$ cat src/rtl/dip_pkg.sv
// Shared encodings for the issue packet former.
// Assumes class codes with bit 1 set mark memory operations.
package dip_pkg;
    typedef enum logic [1:0] {
        CLS_ALU = 2'd0,
        CLS_BR  = 2'd1,
        CLS_LD  = 2'd2,
        CLS_ST  = 2'd3
    } cls_e;

    typedef enum logic [1:0] {
        ISS_NONE,
        ISS_PAIR,
        ISS_OLD_ALU,
        ISS_OLD_MEM
    } iss_e;

    localparam int NUM_SLOTS = 2;
    localparam int NUM_SRCS  = 2;

    function automatic logic is_mem(input logic [1:0] cls);
        return cls[1];
    endfunction
endpackage

$ cat src/rtl/dip_dep_cmp.sv
// Read-after-write detector: flags when any source of a reader matches a
// valid, nonzero written register. Assumes register 0 is hardwired zero.
module dip_dep_cmp #(
    parameter int REG_W = 5,
    parameter int NSRC  = 2
) (
    input  logic                       wr_vld,
    input  logic [REG_W-1:0]           wr_reg,
    input  logic [NSRC-1:0][REG_W-1:0] rd_regs,
    output logic                       hit
);
    logic [NSRC-1:0] match;

    // One comparator per source operand.
    for (genvar s = 0; s < NSRC; s++) begin : g_src
        assign match[s] = wr_vld && (wr_reg != '0) && (rd_regs[s] == wr_reg);
    end

    assign hit = |match;
endmodule

$ cat src/rtl/dip_pair_sel.sv
// Chooses the issue mode for this cycle from lane classes and hazard flags.
// Assumes lane 1 is valid only together with lane 0.
module dip_pair_sel
    import dip_pkg::*;
(
    input  logic       vld0,
    input  logic [1:0] cls0,
    input  logic       vld1,
    input  logic [1:0] cls1,
    input  logic       intra_raw,
    input  logic       lu_old,
    input  logic       lu_young,
    output iss_e       mode,
    output logic       take0,
    output logic       take1,
    output logic       hold
);
    // Priority: load-use hold, then slot class, then pairing legality.
    always_comb begin
        mode = ISS_NONE;
        if (vld0 && !lu_old) begin
            if (is_mem(cls0)) begin
                mode = ISS_OLD_MEM;
            end else if (vld1 && is_mem(cls1) && !intra_raw && !lu_young) begin
                mode = ISS_PAIR;
            end else begin
                mode = ISS_OLD_ALU;
            end
        end
    end

    // Handshake back to the front end.
    always_comb begin
        take0 = (mode != ISS_NONE);
        take1 = (mode == ISS_PAIR);
        hold  = vld0 && (mode == ISS_NONE);
    end
endmodule

$ cat src/rtl/dip_slot_reg.sv
// One issue slot register. Loads a new instruction when told to; otherwise
// drops valid and keeps its fields so held packets stay stable.
module dip_slot_reg #(
    parameter int REG_W = 5
) (
    input  logic             clk,
    input  logic             rst_n,
    input  logic             load,
    input  logic [1:0]       d_cls,
    input  logic [REG_W-1:0] d_dst,
    input  logic [REG_W-1:0] d_sa,
    input  logic [REG_W-1:0] d_sb,
    output logic             q_vld,
    output logic [1:0]       q_cls,
    output logic [REG_W-1:0] q_dst,
    output logic [REG_W-1:0] q_sa,
    output logic [REG_W-1:0] q_sb
);
    // Slot state update with synchronous reset.
    always_ff @(posedge clk) begin
        if (!rst_n) begin
            q_vld <= 1'b0;
            q_cls <= '0;
            q_dst <= '0;
            q_sa  <= '0;
            q_sb  <= '0;
        end else begin
            q_vld <= load;
            if (load) begin
                q_cls <= d_cls;
                q_dst <= d_dst;
                q_sa  <= d_sa;
                q_sb  <= d_sb;
            end
        end
    end
endmodule

$ cat src/rtl/dual_issue_packer.sv
// Forms two-slot issue packets (slot 0 ALU/branch, slot 1 load/store) from
// two in-order lanes. Splits ALU-to-memory dependencies and holds consumers
// of a just-issued load for one cycle. Assumes ALU results are forwarded
// between packets and the front end replays untaken lanes unchanged.
module dual_issue_packer
    import dip_pkg::*;
#(
    parameter int REG_W = 5
) (
    input  logic             clk,
    input  logic             rst_n,
    input  logic             in_vld0,
    input  logic [1:0]       in_cls0,
    input  logic [REG_W-1:0] in_dst0,
    input  logic [REG_W-1:0] in_srca0,
    input  logic [REG_W-1:0] in_srcb0,
    input  logic             in_vld1,
    input  logic [1:0]       in_cls1,
    input  logic [REG_W-1:0] in_dst1,
    input  logic [REG_W-1:0] in_srca1,
    input  logic [REG_W-1:0] in_srcb1,
    output logic             in_take0,
    output logic             in_take1,
    output logic             stall,
    output logic             is_vld0,
    output logic [1:0]       is_cls0,
    output logic [REG_W-1:0] is_dst0,
    output logic [REG_W-1:0] is_srca0,
    output logic [REG_W-1:0] is_srcb0,
    output logic             is_vld1,
    output logic [1:0]       is_cls1,
    output logic [REG_W-1:0] is_dst1,
    output logic [REG_W-1:0] is_srca1,
    output logic [REG_W-1:0] is_srcb1
);
    localparam int NCHK   = 3;
    localparam int CHK_LU0 = 0;
    localparam int CHK_LU1 = 1;
    localparam int CHK_RAW = 2;

    logic [NCHK-1:0]                      chk_wv;
    logic [NCHK-1:0][REG_W-1:0]           chk_wr;
    logic [NCHK-1:0][NUM_SRCS-1:0][REG_W-1:0] chk_rd;
    logic [NCHK-1:0]                      chk_hit;

    logic prev_load;
    iss_e mode;

    // The previous packet's slot 1 is the only place a pending load lives.
    assign prev_load = is_vld1 && (is_cls1 == CLS_LD);

    // Wire up the three hazard comparisons.
    always_comb begin
        chk_wv[CHK_LU0] = prev_load;
        chk_wr[CHK_LU0] = is_dst1;
        chk_rd[CHK_LU0] = {in_srcb0, in_srca0};
        chk_wv[CHK_LU1] = prev_load;
        chk_wr[CHK_LU1] = is_dst1;
        chk_rd[CHK_LU1] = {in_srcb1, in_srca1};
        chk_wv[CHK_RAW] = in_vld0 && !is_mem(in_cls0);
        chk_wr[CHK_RAW] = in_dst0;
        chk_rd[CHK_RAW] = {in_srcb1, in_srca1};
    end

    for (genvar c = 0; c < NCHK; c++) begin : g_chk
        dip_dep_cmp #(.REG_W(REG_W), .NSRC(NUM_SRCS)) u_cmp (
            .wr_vld  (chk_wv[c]),
            .wr_reg  (chk_wr[c]),
            .rd_regs (chk_rd[c]),
            .hit     (chk_hit[c])
        );
    end

    dip_pair_sel u_sel (
        .vld0      (in_vld0),
        .cls0      (in_cls0),
        .vld1      (in_vld1),
        .cls1      (in_cls1),
        .intra_raw (chk_hit[CHK_RAW]),
        .lu_old    (chk_hit[CHK_LU0]),
        .lu_young  (chk_hit[CHK_LU1]),
        .mode      (mode),
        .take0     (in_take0),
        .take1     (in_take1),
        .hold      (stall)
    );

    logic [NUM_SLOTS-1:0]            sl_load;
    logic [NUM_SLOTS-1:0][1:0]       sl_cls, q_cls;
    logic [NUM_SLOTS-1:0][REG_W-1:0] sl_dst, sl_sa, sl_sb;
    logic [NUM_SLOTS-1:0][REG_W-1:0] q_dst, q_sa, q_sb;
    logic [NUM_SLOTS-1:0]            q_vld;

    // Steer lanes to slots: slot 0 always from the older lane, slot 1 from
    // the younger lane when paired, else from the older lane.
    always_comb begin
        sl_load[0] = (mode == ISS_PAIR) || (mode == ISS_OLD_ALU);
        sl_load[1] = (mode == ISS_PAIR) || (mode == ISS_OLD_MEM);
        sl_cls[0]  = in_cls0;
        sl_dst[0]  = in_dst0;
        sl_sa[0]   = in_srca0;
        sl_sb[0]   = in_srcb0;
        if (mode == ISS_PAIR) begin
            sl_cls[1] = in_cls1;
            sl_dst[1] = in_dst1;
            sl_sa[1]  = in_srca1;
            sl_sb[1]  = in_srcb1;
        end else begin
            sl_cls[1] = in_cls0;
            sl_dst[1] = in_dst0;
            sl_sa[1]  = in_srca0;
            sl_sb[1]  = in_srcb0;
        end
    end

    for (genvar s = 0; s < NUM_SLOTS; s++) begin : g_slot
        dip_slot_reg #(.REG_W(REG_W)) u_slot (
            .clk   (clk),
            .rst_n (rst_n),
            .load  (sl_load[s]),
            .d_cls (sl_cls[s]),
            .d_dst (sl_dst[s]),
            .d_sa  (sl_sa[s]),
            .d_sb  (sl_sb[s]),
            .q_vld (q_vld[s]),
            .q_cls (q_cls[s]),
            .q_dst (q_dst[s]),
            .q_sa  (q_sa[s]),
            .q_sb  (q_sb[s])
        );
    end

    // Flatten slot registers onto the port list.
    always_comb begin
        is_vld0  = q_vld[0];
        is_cls0  = q_cls[0];
        is_dst0  = q_dst[0];
        is_srca0 = q_sa[0];
        is_srcb0 = q_sb[0];
        is_vld1  = q_vld[1];
        is_cls1  = q_cls[1];
        is_dst1  = q_dst[1];
        is_srca1 = q_sa[1];
        is_srcb1 = q_sb[1];
    end
endmodule

$ cat config.mk
export PLATFORM = sky130hd
export DESIGN_NAME = dual_issue_packer
export DESIGN_NICKNAME = d
export VERILOG_FILES = /design/src/rtl/dip_pkg.sv /design/src/rtl/dip_dep_cmp.sv /design/src/rtl/dip_pair_sel.sv /design/src/rtl/dip_slot_reg.sv /design/src/rtl/dual_issue_packer.sv
export SDC_FILE = /design/constraint.sdc
export NUM_CORES = 1
export LEC_CHECK = 0
export BUFFER_PORTS_ARGS = -buffer_cell sky130_fd_sc_hd__buf_2
export CORE_MARGIN = 3
export CORE_UTILIZATION = 52
export CTS_CLUSTER_SIZE = 14
export DETAILED_ROUTE_END_ITERATION = 8
export GPL_ROUTABILITY_DRIVEN = 0
export GPL_TIMING_DRIVEN = 0
export PLACE_DENSITY = 0.84
export SYNTH_ARGS = -nofsm -noshare
export SYNTH_HDL_FRONTEND = slang
export SYNTH_SLANG_ARGS = --single-unit
$ cat constraint.sdc
create_clock -name clk -period 7.8 [get_ports clk]
set_clock_uncertainty 0.15 [all_clocks]
set_input_delay 0.39 -clock clk [delete_from_list [all_inputs] [get_ports clk]]
set_output_delay 0.39 -clock clk [all_outputs]
set_load 0.05 [all_outputs]
==> results of run 1 <==
through the flow:
stage | utilization, % | setup WS (ns)
after global routing | 71.6 | 4.08
after CTS | 71.6 | 4.27
after detailed placement | 69.0 | 3.99
after global placement | 69.0 | 4.08
after floorplan | - | 4.46
final | 71.6 | 4.30
power by group through the flow:
| stage | clock, W | combinational [W] | sequential (W) |
|---|---|---|---|
| after global placement | 0 | 0.000166 | 0.000209 |
| after global routing | 0.000146 | 0.000182 | 0.000207 |
| after floorplan | 0 | 0.0000724 | 0.000261 |
| after CTS | 0.000136 | 0.000170 | 0.000205 |
| after detailed placement | 0 | 0.000169 | 0.000209 |
| final | 0.000134 | 0.000170 | 0.000205 |
worst register-to-register path: cells and delay by family, from the launching register on:
kind	cells	cell delay, ns
buffers and inverters	4	1.43
AO/OA/AOI/OAI	3	0.56
flip-flops	1	0.34
multiplexers	1	0.30
adder cells (fa/ha/maj)	1	0.28
AND/OR/NAND/NOR	2	0.16
XOR/XNOR	1	0.11
worst paths after layout:
path,cells past startpoint,from,slack [ns],endpoint
max,11,in_dst0[0],4.30,g_slot[0].u_slot.q_sb[2]$_SDFFE_PN0P_
min,3,in_cls0[0],0.23,g_slot[0].u_slot.q_cls[0]$_SDFFE_PN0P_
max reg2reg,12,g_slot[1].u_slot.q_dst[4]$_SDFFE_PN0P_,4.35,g_slot[0].u_slot.q_sb[2]$_SDFFE_PN0P_
min reg2reg,2,g_slot[1].u_slot.q_sa[1]$_SDFFE_PN0P_,0.31,g_slot[1].u_slot.q_sa[1]$_SDFFE_PN0P_
layout by cell type, fill, tap and decap left out, types with 2 or more instances in the layout:
master and n:
sky130_fd_sc_hd__clkbuf_1 11, sky130_fd_sc_hd__nand2b_1 16, sky130_fd_sc_hd__and2_1 2, sky130_fd_sc_hd__clkbuf_8 6
sky130_fd_sc_hd__dfxtp_1 36, sky130_fd_sc_hd__nand2_1 26, sky130_fd_sc_hd__o22ai_1 3, sky130_fd_sc_hd__ha_1 2
sky130_fd_sc_hd__xnor2_1 30, sky130_fd_sc_hd__mux2i_1 34, sky130_fd_sc_hd__o211ai_1 16, sky130_fd_sc_hd__nor2_1 19
sky130_fd_sc_hd__buf_6 2, sky130_fd_sc_hd__nand3_1 6, sky130_fd_sc_hd__inv_1 2, sky130_fd_sc_hd__buf_2 80
kinds of logic (layout without fill, tap and decap cells):
kind of cell | after synthesis | after routing | synth area share, %
adders and majority gates | 2 | 2 | 1.26
DFF | 36 | 36 | 36.4
and+or+nand+nor | 71 | 71 | 16.4
AOI/OAI and AO/OA | 25 | 25 | 9.86
buffers and inverters | 21 | 104 | 5.06
muxes | 35 | 35 | 17.8
xor gates and xnor gates | 30 | 30 | 13.3
registers in the layout, indices dropped and copies added, names as in the netlist:
name	cells
g_slot.u_slot.q_sb	10
g_slot.u_slot.q_dst	10
g_slot.u_slot.q_sa	10
g_slot.u_slot.q_cls	4
g_slot.u_slot.q_vld	2
synth_stat cells:
| library cell | n | area [µm²] |
|---|---|---|
| sky130_fd_sc_hd__mux2i_1 | 34 | 340 |
| sky130_fd_sc_hd__clkbuf_1 | 9 | 33.8 |
| sky130_fd_sc_hd__clkinv_1 | 1 | 3.75 |
| sky130_fd_sc_hd__xnor2_1 | 30 | 263 |
| sky130_fd_sc_hd__and2_1 | 2 | 12.5 |
| sky130_fd_sc_hd__nand2b_1 | 16 | 100 |
| sky130_fd_sc_hd__o22ai_1 | 3 | 18.8 |
| sky130_fd_sc_hd__a21boi_1 | 1 | 7.51 |
| sky130_fd_sc_hd__inv_2 | 1 | 3.75 |
| sky130_fd_sc_hd__nand2_1 | 26 | 97.6 |
| sky130_fd_sc_hd__o211ai_1 | 16 | 120 |
| sky130_fd_sc_hd__mux2_2 | 1 | 11.3 |
| sky130_fd_sc_hd__a21bo_2 | 1 | 10.0 |
| sky130_fd_sc_hd__a211oi_1 | 1 | 7.51 |
| sky130_fd_sc_hd__nor3_1 | 1 | 5.00 |
| sky130_fd_sc_hd__buf_1 | 1 | 3.75 |
| sky130_fd_sc_hd__buf_2 | 5 | 25.0 |
| sky130_fd_sc_hd__nor2_1 | 19 | 71.3 |
| sky130_fd_sc_hd__nand3_1 | 6 | 30.0 |
| sky130_fd_sc_hd__inv_1 | 2 | 7.51 |
| sky130_fd_sc_hd__dfxtp_1 | 36 | 721 |
| sky130_fd_sc_hd__ha_1 | 2 | 25.0 |
| sky130_fd_sc_hd__or4_1 | 1 | 7.51 |
| sky130_fd_sc_hd__a221oi_2 | 1 | 15.0 |
| sky130_fd_sc_hd__o21a_1 | 1 | 7.51 |
| sky130_fd_sc_hd__buf_6 | 2 | 22.5 |
| sky130_fd_sc_hd__o21ai_2 | 1 | 8.76 |
routing by layer:
layer / up-vias / global-route usage, % / wire length [µm]
li1: 904 / - / -
met1: 875 / 31.8 / 2240
met2: 79 / 41.6 / 2570
met3: 21 / 6.99 / 393
met4: 0 / 10.9 / 159
met5: - / 0 / 0
area by class of cell:
class                           instances  area, µm²  share of cell area (%)
Multi-Input combinational cell        163       1160                    46.3
Sequential cell                        36        721                    28.8
Timing Repair Buffer                   75        375                    15.0
Clock buffer                            8       90.1                    3.60
Buffer                                 17       85.1                    3.40
Tap cell                               46       57.6                    2.30
Inverter                                4       15.0                   0.600
==> results.ini, run 1 <==
[finish]
fill_cell_count = 304
finish.net_count = 342
layoutNonFillerInstCount = 349
n_antenna_cell = 0
design_area_um2 = 2500
flow.area_growth_from_synthesis_pct = 26.4
final_layout_size_suffix_gt1_share_pct = 30.7

[worst_setup_path]
arrival_ns = 3.51
critPathSlowestCell = sky130_fd_sc_hd__buf_1
worst_path_dominant_cell_family = buffers and inverters
start_kind = primary input
criticalPathCategory = primary input to flop
endpoint_kind = flop
worst_ep_required_ns = 7.82
crit_path_cell_trace = buf_2, or4_1, o21a_1, a221oi_2, o21ai_2, buf_6, ha_1, clkbuf_1, buf_1, mux2i_1, nor2_1
critical_path.n_buffers_inverters = 4
critical_path.max_stage_delay_ns = 0.55
critical_path.max_fanout = 10

[timing]
post-route-min-period_ns = 3.50
hold_violations = 0
period_utilization_post_route_pct = 44.8
fin_setup_tns_ns = 0
final_max_slew_viol_count = 0
rsz0062_at_grt = no
relSlewSlack_pct = 58.0
endpoints_failing_setup = 0
max_slew.worst_pin.slew_ns = 0.630
minimum_hold_slack_ns = 0.231
maxClockFrequency_mhz = 286

[clocking]
clk_path_buf_depth = 2
cts_max_level = 2
cts_resized = 0
clk_pin_slew_ns = 0.06
postCtsHoldBufs = 0
root_buffer = sky130_fd_sc_hd__clkbuf_8
cts_setup_buffers = 0
cts_tree = built
cts.sinks = 36
clk-insertion-delay-late_ns = 0.29
cts-buffers-inserted = 5

[floorplanning]
die_h_um = 67.7
floorplan.die_area_um2 = 4580
fp.coreArea_um2 = 3490
initial_core_util_pct = 56.6
io-pin-count = 77
width_of_the_die_um = 67.7
row_count = 21

[place]
placement.io_buffers = 75
place_inst = 341
post-dp-hpwl_um = 4110
postPlaceCellArea_um2 = 2410

[synth]
synth_cells = 220
yosysUniqueCellTypes = 27
proportion_of_synthesized_chip_area_in_sequential_cells_pct = 36.4
synth_warnings = 0
postSynthAreaPerCell_um2 = 9.00
post_synth_instance_area_um2 = 1980
synth.net_count = 260
ys_ff_latch = 36

[routing]
post_drt_wl_per_cell_um = 15.4
detailedRoute.firstIterationViolations = 137
routed-via-count = 1879
drcViolationCount = 0
post_detailed_route_count_of_antenna_violating_nets = 0
totalWireLength_um = 5360
first_pass_iters = 4
vias_per_cell = 5.38

[global_routing]
globalRouteOverflowTotal = 0
maximum_number_of_pins_on_one_net_before_global_route_repair = 11
grt_antenna_before_repair = 0
global_route_wire_length_before_repair_um = 8600
first_global_vias = 1780
grt_usage_pct = 25.7

[hold_path]
hold_path.class = primary input to flop

[power_and_ir_drop]
power.density_nw_per_um2 = 204
power.switching_fraction_pct = 35.9
power.share.clock_pct = 26.3
power.internal_w = 0.000327
fin_total_pwr_w = 0.000510
pwr-share-comb_pct = 33.4
peakVddDrop_mv = 0.139
power.leakage_nw = 1.18
net-switching-power_w = 0.000183
seq_power_share_pct = 40.3

[run_status]
result_of_the_run = finished, final reports clean

[run]
maxCapViolCount = 0

No activity file was read; power rests on OpenSTA's default activity.
==> run 2, diff against run 1 <==
--- a/config.mk
+++ b/config.mk
@@ -5,14 +5,15 @@
 export SDC_FILE = /design/constraint.sdc
 export NUM_CORES = 1
 export LEC_CHECK = 0
+export ABC_AREA = 1
 export BUFFER_PORTS_ARGS = -buffer_cell sky130_fd_sc_hd__buf_2
 export CORE_MARGIN = 3
-export CORE_UTILIZATION = 52
+export CORE_UTILIZATION = 45
 export CTS_CLUSTER_SIZE = 14
 export DETAILED_ROUTE_END_ITERATION = 8
 export GPL_ROUTABILITY_DRIVEN = 0
 export GPL_TIMING_DRIVEN = 0
-export PLACE_DENSITY = 0.84
+export PLACE_DENSITY = 0.76
 export SYNTH_ARGS = -nofsm -noshare
 export SYNTH_HDL_FRONTEND = slang
 export SYNTH_SLANG_ARGS = --single-unit
==> constraint.sdc (replaced) <==
create_clock -name clk -period 2.8 [get_ports clk]
set_clock_uncertainty 0.15 [all_clocks]
set_input_delay 0.14 -clock clk [delete_from_list [all_inputs] [get_ports clk]]
set_output_delay 0.14 -clock clk [all_outputs]
set_load 0.05 [all_outputs]
==> run 2 against run 1 <==
Compared with the run above: combinational power grew to 3.2 times the previous value; die area up 24%; sequential power rose to 2.9 times the previous value; core utilization down 11 points; first-iteration DRC count rose by 18%; via count rose by 26%; register-to-register slack got worse by 4.0 ns; clock power grew to 2.7 times the previous value; hold slack got worse by 0.23 ns; wire length up 16%; sequential cell count unchanged; worst setup slack lost 4.0 ns; critical path type is now flop to flop; largest cell class unchanged; largest power group unchanged.
==> results.ini, run 2 <==
[place]
post-dp-hpwl_um = 4680  ; was 4110 µm
placement.io_buffers = 75  ; unchanged
place_worst_setup_slack_ns = -0.0101  ; was 3.99 ns

[worst_setup_path]
critical_path.max_stage_delay_ns = 0.40  ; was 0.55 ns
endpoint_kind = flop  ; unchanged
critPathSlowestCell = sky130_fd_sc_hd__dfxtp_2  ; was sky130_fd_sc_hd__buf_1
arrival_ns = 2.53  ; was 3.51 ns
cell_occurring_most_often_along_the_worst_timing_path = sky130_fd_sc_hd__nand2_1
worst_ep_required_ns = 2.84  ; was 7.82 ns
crit_path_cell_trace = inv_2, nand2_1, nand2_1, a21oi_1, nand3_1, nand2_1, nand2_1, nand3_2, nand2_4, nand2_8, buf_6, inv_1, ha_2, clkbuf_4, nand2_1, o21ai_1, nor2_1, nor2_2  ; was buf_2, or4_1, o21a_1, a221oi_2, o21ai_2, buf_6, ha_1, clkbuf_1, buf_1, mux2i_1, nor2_1
criticalPathCategory = flop to flop  ; was primary input to flop
start_kind = flop  ; was primary input
critical_path.max_fanout = 10  ; unchanged

[synth]
synth-async-reset-ratio_pct = 0  ; unchanged
proportion_of_synthesized_chip_area_in_sequential_cells_pct = 33.4  ; was 36.4%
synth_cells = 344  ; was 220
postSynthAreaPerCell_um2 = 6.27  ; was 9.00 µm²
synth_warnings = 0  ; unchanged
edff_count_synth = 0  ; unchanged
post_synth_instance_area_um2 = 2160  ; was 1980 µm²
synth.top_cells.by_count = sky130_fd_sc_hd__nand2_1 (104), sky130_fd_sc_hd__inv_1 (46), sky130_fd_sc_hd__dfxtp_1 (36)  ; was sky130_fd_sc_hd__dfxtp_1 (36), sky130_fd_sc_hd__mux2i_1 (34), sky130_fd_sc_hd__xnor2_1 (30)
synth.net_count = 384  ; was 260
yosysUniqueCellTypes = 25  ; was 27
yosys-top-cells-area = sky130_fd_sc_hd__dfxtp_1 (33%), sky130_fd_sc_hd__nand2_1 (18%), sky130_fd_sc_hd__inv_1 (8.0%)  ; was sky130_fd_sc_hd__dfxtp_1 (36%), sky130_fd_sc_hd__mux2i_1 (17%), sky130_fd_sc_hd__xnor2_1 (13%)
synth_top_area_share_pct = 33.4  ; was 36.4%
yosysMostFrequentCell = sky130_fd_sc_hd__nand2_1  ; was sky130_fd_sc_hd__dfxtp_1
ys_ff_latch = 36  ; unchanged
synthDominantAreaCellType = sky130_fd_sc_hd__dfxtp_1  ; unchanged
dominantRegCellSynth = sky130_fd_sc_hd__dfxtp_1  ; unchanged

[power_and_ir_drop]
power.share.clock_pct = 24.1  ; was 26.3%
power.internal_w = 0.000885  ; was 0.000327 W
power.switching_fraction_pct = 40.9  ; was 35.9%
peakVddDrop_mv = 0.325  ; was 0.139 mV
net-switching-power_w = 0.000612  ; was 0.000183 W
seq_power_share_pct = 39.8  ; was 40.3%
fin_total_pwr_w = 0.00150  ; was 0.000510 W
power.density_nw_per_um2 = 547  ; was 204 nW/µm²
power.leakage_nw = 1.53  ; was 1.18 nW
pwr-share-comb_pct = 36.1  ; was 33.4%

[timing]
max_slew.worst_pin.slew_ns = 0.308  ; was 0.630 ns
period_utilization_post_route_pct = 89.1
rsz0062_at_grt = no  ; unchanged
relSlewSlack_pct = 79.2  ; was 58.0%
worst_slack_setup_final_ns = 0.305  ; was 4.30 ns
post-route-min-period_ns = 2.49
maxClockFrequency_mhz = 401
endpoints_failing_setup = 0  ; unchanged
fin_setup_tns_ns = 0  ; unchanged
final_max_slew_viol_count = 0  ; unchanged
hold_violations = 0  ; unchanged

[finish]
finish.net_count = 468  ; was 342
flow.area_growth_from_synthesis_pct = 27.0  ; was 26.4%
biggestRegsByFlops = g_slot.u_slot.q_dst (10), g_slot.u_slot.q_sa (10), g_slot.u_slot.q_sb (10)  ; unchanged
n_antenna_cell = 0  ; unchanged
fill_cell_count = 436  ; was 304
multiInputGateArea_um2 = 1160  ; about the same
mostFrequentLayoutCell = sky130_fd_sc_hd__nand2_1  ; was sky130_fd_sc_hd__buf_2
final_layout_size_suffix_gt1_share_pct = 30.6  ; was 30.7%
final_cell_mix = sky130_fd_sc_hd__nand2_1 (104), sky130_fd_sc_hd__buf_2 (76), sky130_fd_sc_hd__inv_1 (46)  ; was sky130_fd_sc_hd__buf_2 (80), sky130_fd_sc_hd__dfxtp_1 (36), sky130_fd_sc_hd__mux2i_1 (34)
final-seq-area_um2 = 728  ; was 721 µm²

[floorplanning]
floorplan.die_area_um2 = 5660  ; was 4580 µm²
fp.coreArea_um2 = 4500  ; was 3490 µm²
width_of_the_die_um = 75.2  ; was 67.7 µm
die_h_um = 75.2  ; was 67.7 µm
row_count = 24  ; was 21
initial_core_util_pct = 47.9  ; was 56.6%
io-pin-count = 77  ; unchanged

[routing]
detailedRoute.firstIterationViolations = 161  ; was 137
vias_per_cell = 4.95  ; was 5.38
post_drt_wl_per_cell_um = 13.0  ; was 15.4 µm
totalWireLength_um = 6220  ; was 5360 µm
post_detailed_route_count_of_antenna_violating_nets = 0  ; unchanged
drcViolationCount = 0  ; unchanged
first_pass_iters = 8  ; was 4
routed-via-count = 2376  ; was 1879

[global_routing]
maximum_number_of_pins_on_one_net_before_global_route_repair = 12  ; was 11
first_global_vias = 2197  ; was 1780
grt_usage_pct = 23.3  ; was 25.7%
grt_antenna_before_repair = 0  ; unchanged
global_route_wire_length_before_repair_um = 10000  ; was 8600 µm
globalRouteOverflowTotal = 0  ; unchanged

[hold_path]
hold_path.class = primary input to flop  ; unchanged

[clocking]
cts.sinks = 36  ; unchanged
cts_tree = built  ; unchanged
clk_path_buf_depth = 2  ; unchanged
clk-insertion-delay-late_ns = 0.29  ; about the same
clk_pin_slew_ns = 0.08  ; was 0.06 ns
cts_setup_buffers = 0  ; unchanged
root_buffer = sky130_fd_sc_hd__clkbuf_8  ; unchanged
cts_max_level = 2  ; unchanged
cts-buffers-inserted = 5  ; unchanged

[run]
maxCapViolCount = 0  ; unchanged

[run_status]
result_of_the_run = finished, final reports clean  ; unchanged

[run 2: power groups by stage]
stage	clock network, W	registers, W	logic [W]
after global routing	0.000387	0.000603	0.000589
after detailed placement	0	0.000607	0.000526
final	0.000361	0.000596	0.000540
after CTS	0.000363	0.000596	0.000534
after floorplan	0	0.000782	0.000213
after global placement	0	0.000606	0.000523
[run 2: cell families (layout without fill, tap and decap cells)]
logic type / Yosys count / after routing / share of synthesized area, %
and+or+nand+nor: 174 / 174 / 35.4
DFF: 36 / 36 / 33.4
buffers and inverters: 66 / 150 / 12.9
AOI/OAI and AO/OA: 56 / 56 / 13.0
xor gates and xnor gates: 10 / 10 / 4.06
adders and majority gates: 2 / 2 / 1.16
[run 2: worst max-delay path, delay by kind of cell, from the launching register on]
kind                       cells  cell delay (ns)
AOI/OAI and AO/OA              2             0.19
DFF                            1             0.40
and+or+nand+nor               11             0.90
adders and majority gates      1             0.22
buffers and inverters          4             0.52
[run 2: cell type report]
cell class	count	area share [%]
Timing Repair Buffer	79	15.2
Inverter	51	6.99
Tap cell	52	2.38
Clock inverter	2	0.457
Clock buffer	5	2.51
Buffer	13	3.38
Sequential cell	36	26.6
Multi-Input combinational cell	242	42.5
[run 2: final timing paths]
check                                              start                                    end  slack (ns)  cells past startpoint
setup / recovery  g_slot[1].u_slot.q_dst[0]$_SDFFE_PN0P_  g_slot[1].u_slot.q_sa[3]$_SDFFE_PN0P_        0.31                     18
hold / removal                               in_srcb0[1]  g_slot[0].u_slot.q_sb[1]$_SDFFE_PN0P_       0.005                      3
setup reg to reg  g_slot[1].u_slot.q_dst[0]$_SDFFE_PN0P_  g_slot[1].u_slot.q_sa[3]$_SDFFE_PN0P_        0.31                     18
hold reg to reg    g_slot[1].u_slot.q_sa[0]$_SDFFE_PN0P_  g_slot[1].u_slot.q_sa[0]$_SDFFE_PN0P_        0.36                      4
[run 2: timing repair]
| item | CTS | global route |
|---|---|---|
| hold buffers | 4 | 0 |
| setup endpoints to repair | 4 | 29 |
| resized for setup | 2 | 13 |
| endpoints found under the hold margin | 4 | 0 |
[run 2: per-layer routing]
layer,vias up,share of wire (%),global-route usage (%)
met3,12,7.4,4.81
met5,-,0,0
met1,1055,47,31.5
met2,94,45,36.1
met4,0,1.5,10.1
li1,1215,-,-
[run 2: metrics by stage]
step                std cells  hold slack, ns  utilization [%]  area, µm²
global placement          471           0.285             57.9       2610
CTS                       482         0.00254             60.6       2730
finish                    480         0.00497             60.8       2740
floorplan                 344           0.137                -       2170
global route              480          0.0165             60.8       2740
detailed placement        471           0.293             57.9       2610
==> run 3, diff against run 2 <==
--- a/config.mk
+++ b/config.mk
@@ -13,7 +13,8 @@
 export DETAILED_ROUTE_END_ITERATION = 8
 export GPL_ROUTABILITY_DRIVEN = 0
 export GPL_TIMING_DRIVEN = 0
-export PLACE_DENSITY = 0.76
+export HOLD_SLACK_MARGIN = 0.02
+export PLACE_DENSITY_LB_ADDON = 0.2
 export SYNTH_ARGS = -nofsm -noshare
 export SYNTH_HDL_FRONTEND = slang
 export SYNTH_SLANG_ARGS = --single-unit
==> run 3 against run 2 <==
Compared with the run above: sequential cell count stayed put; wire length increased by 3.2%; die area is the same; via count increased by 0.80%; hold slack gained 0.024 ns; sequential power barely moved; clock-buffer cell count up 2; largest power group unchanged; cell count increased by 1.3%; highest routed layer unchanged; register-to-register slack worse by 0.11 ns; global-route usage increased by 0.68 points.
==> results.ini, run 3 (same netlist as run 2, synthesis figures left out) <==
[finish]
flow.area_growth_from_synthesis_pct = 31.6  ; was 27.0%
multiInputGateArea_um2 = 1170  ; was 1160 µm²
biggestRegsByFlops = g_slot.u_slot.q_dst (10), g_slot.u_slot.q_sa (10), g_slot.u_slot.q_sb (10)  ; unchanged
n_antenna_cell = 0  ; unchanged
mostFrequentLayoutCell = sky130_fd_sc_hd__nand2_1  ; unchanged
final_layout_size_suffix_gt1_share_pct = 30.9  ; was 30.6%
design_area_um2 = 2840  ; was 2740 µm²
finish.net_count = 473  ; was 468
fill_cell_count = 439  ; was 436
final-seq-area_um2 = 728  ; unchanged
layoutNonFillerInstCount = 486  ; was 480
final_cell_mix = sky130_fd_sc_hd__nand2_1 (104), sky130_fd_sc_hd__buf_2 (76), sky130_fd_sc_hd__inv_1 (46)  ; unchanged

[global_routing]
maximum_number_of_pins_on_one_net_before_global_route_repair = 12  ; unchanged
first_global_vias = 2270  ; was 2197
grt_antenna_before_repair = 0  ; unchanged
globalRouteOverflowTotal = 0  ; unchanged
global_route_wire_length_before_repair_um = 10300  ; was 10000 µm
grt_usage_pct = 24.0  ; was 23.3%

[floorplanning]
fp.coreArea_um2 = 4500  ; unchanged
io-pin-count = 77  ; unchanged
floorplan.die_area_um2 = 5660  ; unchanged
die_h_um = 75.2  ; unchanged
initial_core_util_pct = 47.9  ; unchanged
width_of_the_die_um = 75.2  ; unchanged
row_count = 24  ; unchanged

[routing]
vias_per_cell = 4.93  ; was 4.95
detailedRoute.firstIterationViolations = 171  ; was 161
first_pass_iters = 7  ; was 8
post_drt_wl_per_cell_um = 13.2  ; was 13.0 µm
drcViolationCount = 0  ; unchanged
totalWireLength_um = 6420  ; was 6220 µm
post_detailed_route_count_of_antenna_violating_nets = 0  ; unchanged
routed-via-count = 2395  ; was 2376

[timing]
fin_setup_tns_ns = 0  ; unchanged
final_max_slew_viol_count = 0  ; unchanged
max_slew.worst_pin.slew_ns = 0.324  ; was 0.308 ns
relSlewSlack_pct = 78.2  ; was 79.2%
endpoints_failing_setup = 0  ; unchanged
hold_violations = 0  ; unchanged
maxClockFrequency_mhz = 379  ; was 401 MHz
minimum_hold_slack_ns = 0.0287  ; was 0.00497 ns
post-route-min-period_ns = 2.64  ; was 2.49 ns
period_utilization_post_route_pct = 94.3  ; was 89.1%

[run]
maxCapViolCount = 0  ; unchanged

[place]
postPlaceCellArea_um2 = 2610  ; unchanged
placement.io_buffers = 75  ; unchanged
place_inst = 471  ; unchanged
post-dp-hpwl_um = 4780  ; was 4680 µm

[worst_setup_path]
regToRegSetupSlack_ns = 0.20  ; was 0.31 ns
endpoint_kind = flop  ; unchanged
criticalPathCategory = primary input to flop  ; was flop to flop
critical_path.startpoint = in_srca0[4]  ; was g_slot[1].u_slot.q_dst[0]$_SDFFE_PN0P_
worst_r2r_path_depth = 18  ; unchanged
crit_path_end = g_slot[1].u_slot.q_sa[2]$_SDFFE_PN0P_  ; was g_slot[1].u_slot.q_sa[3]$_SDFFE_PN0P_
arrival_ns = 2.68  ; was 2.53 ns
start_kind = primary input  ; was flop
r2r-start = g_slot[1].u_slot.q_dst[0]$_SDFFE_PN0P_  ; unchanged
r2r_end = g_slot[1].u_slot.q_sb[3]$_SDFFE_PN0P_  ; was g_slot[1].u_slot.q_sa[3]$_SDFFE_PN0P_
critical_path.max_fanout = 10  ; unchanged
worst_ep_required_ns = 2.84  ; about the same

[power_and_ir_drop]
power.leakage_nw = 1.58  ; was 1.53 nW
peakVddDrop_mv = 0.380  ; was 0.325 mV
power.density_nw_per_um2 = 583  ; was 547 nW/µm²

[hold_path]
hold_path.class = primary input to flop  ; unchanged
timing.hold.worst_path_depth = 3  ; unchanged

[clocking]
cts_max_level = 2  ; unchanged
clk_pin_slew_ns = 0.08  ; about the same
cts.sinks = 36  ; unchanged
root_buffer = sky130_fd_sc_hd__clkbuf_8  ; unchanged
cts_tree = built  ; unchanged
clk-insertion-delay-late_ns = 0.29  ; about the same
clk_path_buf_depth = 2  ; unchanged
cts-buffers-inserted = 5  ; unchanged
cts_setup_buffers = 0  ; unchanged

[run_status]
result_of_the_run = finished, final reports clean  ; unchanged

run 3: cell types whose count changed in the layout (fill, tap and decap cells not counted), sizes merged:
cell         before  now
dlygate4sd3       4    8
clkinvlp          1    0
bufinv            0    1
clkinv            1    0
buf              80   83
run 3: worst max-delay path, cell delays in order:
cell and delay [ns]:
sky130_fd_sc_hd__dlygate4sd3_1 0.55, sky130_fd_sc_hd__buf_2 0.14, sky130_fd_sc_hd__inv_1 0.11, sky130_fd_sc_hd__nand2_1 0.07, sky130_fd_sc_hd__nand4_1 0.11, sky130_fd_sc_hd__nor3_1 0.06, sky130_fd_sc_hd__nand2_1 0.08, sky130_fd_sc_hd__nand2_2 0.06
sky130_fd_sc_hd__nor2_4 0.14, sky130_fd_sc_hd__nand2_8 0.10, sky130_fd_sc_hd__buf_6 0.16, sky130_fd_sc_hd__inv_1 0.06, sky130_fd_sc_hd__ha_2 0.16, sky130_fd_sc_hd__clkbuf_2 0.19, sky130_fd_sc_hd__buf_4 0.21, sky130_fd_sc_hd__o21ai_0 0.12
sky130_fd_sc_hd__nor2_1 0.16, sky130_fd_sc_hd__nor2_2 0.05
run 3: worst min path at each step:
stage / slack, ns / start / endpoint
global route: 0.04 / in_srca0[2] / g_slot[0].u_slot.q_sa[2]$_SDFFE_PN0P_
detailed placement: 0.29 / in_srcb0[4] / g_slot[0].u_slot.q_sb[4]$_SDFFE_PN0P_
floorplan: 0.14 / in_srcb0[4] / g_slot[0].u_slot.q_sb[4]$_SDFFE_PN0P_
global placement: 0.28 / in_srcb0[4] / g_slot[0].u_slot.q_sb[4]$_SDFFE_PN0P_
CTS: 0.02 / in_srca0[2] / g_slot[0].u_slot.q_sa[2]$_SDFFE_PN0P_
finish: 0.03 / in_srca0[2] / g_slot[0].u_slot.q_sa[2]$_SDFFE_PN0P_
run 3: through the flow:
stage,setup WS (ns),power [W],utilization [%]
3_5_place_dp,-0.0605,0.00113,57.9
4_1_cts,0.00285,0.00166,62.6
2_1_floorplan,0.0714,0.000994,-
6_report,0.161,0.00166,63.0
3_3_place_gp,-0.0119,0.00113,57.9
5_1_grt,-0.00796,0.00174,63.0
run 3: repair_timing:
| action | CTS | global route |
|---|---|---|
| setup endpoints to repair | 15 | 35 |
| hold buffers | 8 | 0 |
| hold endpoints to repair | 8 | 0 |
| resized for setup | 3 | 21 |
run 3: cell type report:
| class | count | area share [%] |
|---|---|---|
| multi-input combinational | 242 | 41.2 |
| tap | 52 | 2.29 |
| sequential | 36 | 25.7 |
| inverter | 51 | 6.74 |
| clock inverter | 1 | 1.06 |
| clock buffer | 7 | 3.39 |
| timing repair buffer | 83 | 16.0 |
| buffer | 14 | 3.66 |
run 3: layer usage:
layer | GRT usage, % | routed length (µm) | vias up
met2 | 38.2 | 2920 | 108
met1 | 32.1 | 2870 | 1045
met5 | 0 | 0 | -
li1 | - | - | 1227
met3 | 5.61 | 481 | 15
met4 | 7.96 | 155 | 0
run 3: report_power, final:
group / switching (W) / internal, W / leakage, nW / total, W
Sequential: 0.0000303 / 0.000564 / 0.301 / 0.000595
Clock: 0.000199 / 0.000314 / 0.0645 / 0.000514
Combinational: 0.000390 / 0.000157 / 1.22 / 0.000548
Total: 0.000620 / 0.00104 / 1.58 / 0.00166
